## src/rtl/tw_pkg.sv

```systemverilog
package tw_pkg;
    localparam int BYTE_W = 8;
    localparam int CNT_W  = $clog2(BYTE_W);

    typedef enum logic [2:0] {
        ST_IDLE,
        ST_RX,
        ST_ACK,
        ST_TX,
        ST_MACK
    } tw_state_e;

    typedef struct packed {
        tw_state_e         state;
        logic [BYTE_W-1:0] sh;
        logic [CNT_W-1:0]  cnt;
        logic              ph;
        logic              addr_ph;
        logic              dev;
        logic              rw;
        logic              more;
        logic              oe;
    } tw_regs_t;
endpackage

```

## src/rtl/tw_sampler.sv

```systemverilog
module tw_sampler #(
    parameter int STAGES = 2
) (
    input  logic clk,
    input  logic rst_n,
    input  logic scl_i,
    input  logic sda_i,
    input  logic pwr_i,
    output logic scl_o,
    output logic sda_o,
    output logic pwr_o,
    output logic scl_rise_o,
    output logic scl_fall_o,
    output logic start_o,
    output logic stop_o
);
    logic [STAGES-1:0] scl_d, scl_q, sda_d, sda_q, pwr_d, pwr_q;
    logic              scl_prev_d, scl_prev_q, sda_prev_d, sda_prev_q;

    always_comb begin
        scl_d      = {scl_q[STAGES-2:0], scl_i};
        sda_d      = {sda_q[STAGES-2:0], sda_i};
        pwr_d      = {pwr_q[STAGES-2:0], pwr_i};
        scl_prev_d = scl_q[STAGES-1];
        sda_prev_d = sda_q[STAGES-1];
    end

    always_ff @(posedge clk or negedge rst_n) begin
        if (!rst_n) begin
            scl_q      <= '1;
            sda_q      <= '1;
            pwr_q      <= '0;
            scl_prev_q <= 1'b1;
            sda_prev_q <= 1'b1;
        end else begin
            scl_q      <= scl_d;
            sda_q      <= sda_d;
            pwr_q      <= pwr_d;
            scl_prev_q <= scl_prev_d;
            sda_prev_q <= sda_prev_d;
        end
    end

    assign scl_o      = scl_q[STAGES-1];
    assign sda_o      = sda_q[STAGES-1];
    assign pwr_o      = pwr_q[STAGES-1];
    assign scl_rise_o = scl_o & ~scl_prev_q;
    assign scl_fall_o = ~scl_o & scl_prev_q;
    assign start_o    = scl_o & scl_prev_q & sda_prev_q & ~sda_o;
    assign stop_o     = scl_o & scl_prev_q & ~sda_prev_q & sda_o;
endmodule

```

## src/rtl/tw_engine.sv

```systemverilog
module tw_engine
    import tw_pkg::*;
#(
    parameter logic [3:0] MEM_ID = 4'b1010,
    parameter logic [3:0] CMP_ID = 4'b1101
) (
    input  logic              clk,
    input  logic              rst_n,
    input  logic              scl_s,
    input  logic              sda_s,
    input  logic              pwr_s,
    input  logic              scl_rise,
    input  logic              scl_fall,
    input  logic              start_s,
    input  logic              stop_s,
    input  logic [1:0]        sel_i,
    input  logic [BYTE_W-1:0] rdata_i,
    output logic              oe_o,
    output logic              dev_o,
    output logic              wr_o,
    output logic              rd_o,
    output logic [BYTE_W-1:0] wdata_o
);
    localparam logic [CNT_W-1:0] LAST_BIT = CNT_W'(BYTE_W - 1);

    tw_regs_t r_d, r_q;
    logic     wr, rd, id_mem, id_cmp, sel_ok;

    assign id_mem = (r_q.sh[7:4] == MEM_ID);
    assign id_cmp = (r_q.sh[7:4] == CMP_ID);
    assign sel_ok = (r_q.sh[2:1] == sel_i);

    always_comb begin
        r_d = r_q;
        wr  = 1'b0;
        rd  = 1'b0;
        if (!pwr_s) begin
            r_d.state = ST_IDLE;
            r_d.oe    = 1'b0;
        end else if (start_s) begin
            r_d.state   = ST_RX;
            r_d.addr_ph = 1'b1;
            r_d.cnt     = '0;
            r_d.oe      = 1'b0;
        end else if (stop_s) begin
            r_d.state = ST_IDLE;
            r_d.oe    = 1'b0;
        end else begin
            unique case (r_q.state)
                ST_RX: if (scl_rise) begin
                    r_d.sh  = {r_q.sh[BYTE_W-2:0], sda_s};
                    r_d.cnt = r_q.cnt + 1'b1;
                    if (r_q.cnt == LAST_BIT) begin
                        r_d.state = ST_ACK;
                        r_d.ph    = 1'b0;
                    end
                end
                ST_ACK: if (scl_fall) begin
                    if (!r_q.ph) begin
                        r_d.ph = 1'b1;
                        if (r_q.addr_ph) begin
                            if ((id_mem || id_cmp) && sel_ok) begin
                                r_d.oe      = 1'b1;
                                r_d.dev     = id_cmp;
                                r_d.rw      = r_q.sh[0];
                                r_d.addr_ph = 1'b0;
                            end else begin
                                r_d.state = ST_IDLE;
                            end
                        end else begin
                            wr     = 1'b1;
                            r_d.oe = 1'b1;
                        end
                    end else if (r_q.rw) begin
                        rd        = 1'b1;
                        r_d.sh    = rdata_i;
                        r_d.oe    = ~rdata_i[BYTE_W-1];
                        r_d.cnt   = '0;
                        r_d.state = ST_TX;
                    end else begin
                        r_d.oe    = 1'b0;
                        r_d.cnt   = '0;
                        r_d.state = ST_RX;
                    end
                end
                ST_TX: if (scl_fall) begin
                    r_d.cnt = r_q.cnt + 1'b1;
                    if (r_q.cnt == LAST_BIT) begin
                        r_d.oe    = 1'b0;
                        r_d.state = ST_MACK;
                    end else begin
                        r_d.sh = {r_q.sh[BYTE_W-2:0], 1'b0};
                        r_d.oe = ~r_q.sh[BYTE_W-2];
                    end
                end
                ST_MACK: begin
                    if (scl_rise) begin
                        r_d.more = ~sda_s;
                    end else if (scl_fall) begin
                        if (r_q.more) begin
                            rd        = 1'b1;
                            r_d.sh    = rdata_i;
                            r_d.oe    = ~rdata_i[BYTE_W-1];
                            r_d.cnt   = '0;
                            r_d.state = ST_TX;
                        end else begin
                            r_d.state = ST_IDLE;
                        end
                    end
                end
                default: ;
            endcase
        end
    end

    always_ff @(posedge clk or negedge rst_n) begin
        if (!rst_n) begin
            r_q <= '{state: ST_IDLE, sh: '0, cnt: '0, ph: 1'b0, addr_ph: 1'b0,
                     dev: 1'b0, rw: 1'b0, more: 1'b0, oe: 1'b0};
        end else begin
            r_q <= r_d;
        end
    end

    assign oe_o    = r_q.oe;
    assign dev_o   = r_q.dev;
    assign wr_o    = wr;
    assign rd_o    = rd;
    assign wdata_o = r_q.sh;

    a_r9_drive_only_scl_low: assert property (@(posedge clk) disable iff (!rst_n)
        $rose(r_q.oe) |-> !scl_s);
    a_r8_supply_release: assert property (@(posedge clk) disable iff (!rst_n)
        !pwr_s |=> (!r_q.oe && r_q.state == ST_IDLE));
    a_r5_stop_idle: assert property (@(posedge clk) disable iff (!rst_n)
        (stop_s && pwr_s) |=> (r_q.state == ST_IDLE && !r_q.oe));
    a_r4_start_arms_addr: assert property (@(posedge clk) disable iff (!rst_n)
        (start_s && pwr_s) |=> (r_q.state == ST_RX && r_q.addr_ph && r_q.cnt == '0));
    a_r7_tx_bit_stable: assert property (@(posedge clk) disable iff (!rst_n)
        (r_q.state == ST_TX && !scl_fall && !start_s && !stop_s && pwr_s) |=> $stable(r_q.oe));
    a_r10_one_strobe: assert property (@(posedge clk) disable iff (!rst_n)
        $onehot0({wr, rd}));
endmodule

```

## src/rtl/tw_dual_slave.sv

```systemverilog
module tw_dual_slave
    import tw_pkg::*;
#(
    parameter logic [3:0] MEM_ID      = 4'b1010,
    parameter logic [3:0] CMP_ID      = 4'b1101,
    parameter int         SYNC_STAGES = 2
) (
    input  logic              clk,
    input  logic              rst_n,
    input  logic              scl_i,
    input  logic              sda_i,
    output logic              sda_oe_o,
    input  logic [1:0]        sel_i,
    input  logic              supply_ok_i,
    output logic              be_dev_o,
    output logic              be_wr_o,
    output logic [BYTE_W-1:0] be_wdata_o,
    output logic              be_rd_o,
    input  logic [BYTE_W-1:0] be_rdata_i
);
    logic scl_s, sda_s, pwr_s, scl_rise, scl_fall, start_s, stop_s;

    tw_sampler #(.STAGES(SYNC_STAGES)) u_sampler (
        .clk       (clk),
        .rst_n     (rst_n),
        .scl_i     (scl_i),
        .sda_i     (sda_i),
        .pwr_i     (supply_ok_i),
        .scl_o     (scl_s),
        .sda_o     (sda_s),
        .pwr_o     (pwr_s),
        .scl_rise_o(scl_rise),
        .scl_fall_o(scl_fall),
        .start_o   (start_s),
        .stop_o    (stop_s)
    );

    tw_engine #(.MEM_ID(MEM_ID), .CMP_ID(CMP_ID)) u_engine (
        .clk     (clk),
        .rst_n   (rst_n),
        .scl_s   (scl_s),
        .sda_s   (sda_s),
        .pwr_s   (pwr_s),
        .scl_rise(scl_rise),
        .scl_fall(scl_fall),
        .start_s (start_s),
        .stop_s  (stop_s),
        .sel_i   (sel_i),
        .rdata_i (be_rdata_i),
        .oe_o    (sda_oe_o),
        .dev_o   (be_dev_o),
        .wr_o    (be_wr_o),
        .rd_o    (be_rd_o),
        .wdata_o (be_wdata_o)
    );
endmodule

```

## config.mk

```make
export PLATFORM = sky130hd
export DESIGN_NAME = tw_dual_slave
export DESIGN_NICKNAME = d
export VERILOG_FILES = /design/src/rtl/tw_pkg.sv /design/src/rtl/tw_sampler.sv /design/src/rtl/tw_engine.sv /design/src/rtl/tw_dual_slave.sv
export SDC_FILE = /design/constraint.sdc
export NUM_CORES = 1
export LEC_CHECK = 0
export BUFFER_PORTS_ARGS = -buffer_cell sky130_fd_sc_hd__clkbuf_2
export CORE_ASPECT_RATIO = 1.25
export CORE_MARGIN = 2
export CORE_UTILIZATION = 50
export CTS_CLUSTER_SIZE = 28
export DETAILED_ROUTE_END_ITERATION = 16
export PLACE_DENSITY = 0.84
export SLEW_MARGIN = 40
export SYNTH_ARGS = -nofsm -noshare
export SYNTH_HDL_FRONTEND = slang
export SYNTH_SLANG_ARGS = --single-unit
export TNS_END_PERCENT = 5
```

## constraint.sdc

```tcl
create_clock -name clk -period 1.97 [get_ports clk]
set_input_delay 0.394 -clock clk [delete_from_list [all_inputs] [get_ports clk]]
set_output_delay 0.394 -clock clk [all_outputs]
set_load 0.01 [all_outputs]
```

==> summary.md <==
| Metric | Value |
|---|---|
| FMAX | `477 MHz` |
| EDFF count, synth | `0` |
| Vias | `approximately 1600` |
| Most used DFF post-synth | `dfrtp_1` |
| Req. time, crit path | `1.58 ns` |
| CP endpoint kind | `primary output` |
| Clock skew | `between 0.01 and 0.015 ns` |
| Syn Std Cell Area | `~0.0017 mm^2` |
| Failing checks | `negative setup slack` |
| RR Endpoint | `u_engine.r_q[18]` |
| Net Switching | `328 uW` |
| CTS tree | `done` |
| Leak | `between 0.9 and 1 nW` |
| WP data arrival | `roughly 1.7 ns` |
| Setup Viol. Count Final | `5` |
| Worst-case reg-to-reg path depth | `5` |
| Most frequent cell after synthesis | `dfrtp_1` |
| CP max FO | `3` |
| Placement Cell Area | `0.00195 mm^2` |
| Fraction of the cycle the final worst path needs | `1.06` |
| Remaining Overflow, GRT | `0` |
| Htree depth | `1` |
| CTS Hold Bufs | `0` |
| Switching share of total power | `0.275` |
| RSZ-0062 raised after global routing | `true` |
| Worst-Skew Late Latency | `roughly 0.28 ns` |
| Seq/Total Area, Yosys | `0.427` |
| Syn_nets | `173` |
| Initial antenna violation count | `0` |
| Combinational share of power | `0.198` |
| Dpl ws | `-0.0906 ns` |
| Non-filler instance count after layout | `237` |
| Core area | `0.00319 mm^2` |
| Int Power | `867 uW` |
| FF-to-FF Start | `u_sampler.scl_q[1]` |
| Share of layout cells above drive strength 1 | `0.475` |
| Status | `finished with violations` |
| Routed Antenna Nets | `0` |
| Vias in the first global route | `1513` |
| Clock transition at path regs | `0.10 ns` |
| Rows | `23` |
| Die X | `55.5 um` |
| Max Cap Viol | `0` |
| Flop pwr share | `0.532` |
| Die Ht | `68.4 um` |
| Final Slew Violations | `0` |
| Cell chosen for the clock root | `clkbuf_8` |
| CP Class | `flop to primary output` |
| Post-Place Cells | `230` |
| Initial Util | `0.519` |
| Post-synthesis cell type count | `48` |
| Hold Path Class | `input port to async pin` |
| Ant diodes | `0` |
| Nets | `218` |
| IO buf count | `26` |
| Synth top cells by count | `dfrtp_1 (22), a22o_1 (10), mux2_2 (10), nor2_1 (10), buf_4 (8)` |
| Mean Syn Cell Area | `10.6 um^2` |
| Total GRT Usage | `0.249` |
| Yosys warns | `0` |
| Synth-to-layout area growth | `25.7%` |
| R2R setup slack | `-0.10 ns` |
| CP startpoint kind | `flop` |
| Initial drt markers | `95` |
| Dpl hpwl | `3250 um` |
| Post-Syn Instances | `roughly 160` |
| Clock sink total | `28` |
| Slew @ Worst Pin | `about 0.73 ns` |
| I/O pins | `27` |
| PwrDens | `574 mW/mm^2` |
| Largest area contributor in the netlist | `dfrtp_1` |
| Average routed wire per standard cell | `19.8 um` |
| Ranking of synthesized cells by area | `dfrtp_1 (33%), dfstp_2 (9.5%), mux2_2 (6.8%)` |
| Clock buffer depth | `2` |
| Part of the power in the clock network | `0.270` |
| Final worst slack | `-0.126 ns` |
| Worst rel slew slack | `0.512` |
| Post-Route WL | `4700 um` |
| Number of synthesized register bits | `28` |
| Asr flop ratio synth | `1.00` |
| First-pass GRT wire length | `7210 um` |
| Vias/cell | `6.60` |
| Cts bufs inserted | `3` |
| GP Congestion | `0.938` |
| Largest net degree at the start of global routing | `29` |
| 1st-pass router iterations | `5` |
| Post-route cell area | `about 0.0021 mm^2` |
| Die area | `0.00379 mm^2` |
| Worst VDD drop | `just over 0.0005 V` |
| Top cell type's share of synthesized area | `0.332` |
| Minimum clock period | `2.10 ns` |
| Residual DRC | `0` |
| Final hold violation count | `0` |
| Layout fillers | `approximately 230` |
## worst max-delay path, cell delays in order, from the launching register on
cell and delay [ns]:
dfrtp_1 0.39, or3b_4 0.43, nor2_2 0.12, a31oi_1 0.14
nor3_2 0.18, buf_2 0.17
## cells in the final DEF (no fill, tap or decap), types with 2 or more instances in the layout
master	n
clkbuf_2	25
buf_4	25
dfrtp_1	22
a22o_1	10
mux2_2	10
nor2_1	7
a31oi_1	6
o21ai_0	6
dfstp_2	6
nand2_1	4
a21oi_1	4
nor2b_1	3
o21ai_1	3
nor3b_1	3
xnor2_1	3
clkbuf_8	3
nor2_2	2
nor2b_2	2
nor2_4	2
nand3b_1	2
o21a_1	2
o31ai_1	2
o211ai_1	2
o2111ai_1	2
a211oi_1	2
a221o_1	2
o211a_1	2
mux2_4	2
nand2b_1	2
buf_6	2
## worst max path at each step
stage	from	to	slack, ns
3_3_place_gp	u_sampler.scl_q[1]	u_engine.r_q[18]	-0.08
2_1_floorplan	u_sampler.scl_prev_q	u_engine.r_q[18]	0.003
3_5_place_dp	u_sampler.scl_q[1]	u_engine.r_q[18]	-0.09
4_1_cts	u_engine.r_q[17]	be_wr_o	-0.08
5_1_grt	u_engine.r_q[17]	be_rd_o	-0.19
6_report	u_engine.r_q[17]	be_rd_o	-0.13
## state kept, by name (all words and copies together), names as in the netlist
signal	count
u_sampler.pwr_q	2
u_sampler.sda_q	2
u_sampler.scl_prev_q	1
u_sampler.sda_prev_q	1
u_engine.r_q	10
u_sampler.scl_q	2
u_engine.dev_o	1
u_engine.wdata_o	8
u_engine.oe_o	1
## metrics by stage
stage / total power [mW] / TNS, ns / util / hold slack (ns)
floorplan: 0.768 / 0 / - / 0.0984
global placement: 0.850 / -0.0827 / 0.610 / 0.347
detailed placement: 0.859 / -0.241 / 0.610 / 0.336
CTS: 1.19 / -0.174 / 0.643 / 0.155
global route: 1.24 / -1.03 / 0.652 / 0.191
finish: 1.19 / -0.362 / 0.652 / 0.127
## logic make-up after synthesis
kind of cell	Yosys count	synth area share
xor gates and xnor gates	3	0.0159
adders and majority gates	2	0.0151
AOI/OAI and AO/OA	49	0.215
buffers and inverters	16	0.0559
DFF	28	0.427
muxes	13	0.0921
and+or+nand+nor	45	0.178
## power by group through the flow
stage / logic [mW] / registers [mW] / clock network (mW)
floorplan: 0.131 / 0.638 / 0
global placement: 0.207 / 0.643 / 0
detailed placement: 0.214 / 0.645 / 0
CTS: 0.227 / 0.634 / 0.329
global route: 0.255 / 0.638 / 0.344
finish: 0.236 / 0.636 / 0.323
## final cells by class
class	count	area, um^2	area share
Timing Repair Buffer	54	360	0.173
Clock buffer	4	45.0	0.0216
Tap cell	37	46.3	0.0222
Sequential cell	28	708	0.340
Inverter	2	7.51	0.00361
Multi-Input combinational cell	112	915	0.439
## per-layer routing
layer | GRT usage | vias up | part of all wire
met5 | 0 | - | 0
met4 | 0.119 | 0 | 0.048
met3 | 0.0340 | 30 | 0.063
met2 | 0.464 | 98 | 0.53
met1 | 0.285 | 761 | 0.36
li1 | - | 676 | -
## what timing repair did
| item | 4_1_cts | 5_1_grt |
|---|---|---|
| setup endpoints to repair | 14 | 16 |
| buffers inserted | 3 | 0 |
| pin swaps | 5 | 2 |
| resized for setup | 11 | 10 |
| hold endpoints to repair | 0 | 0 |
Note: power is estimated with default switching activity, not from simulation.
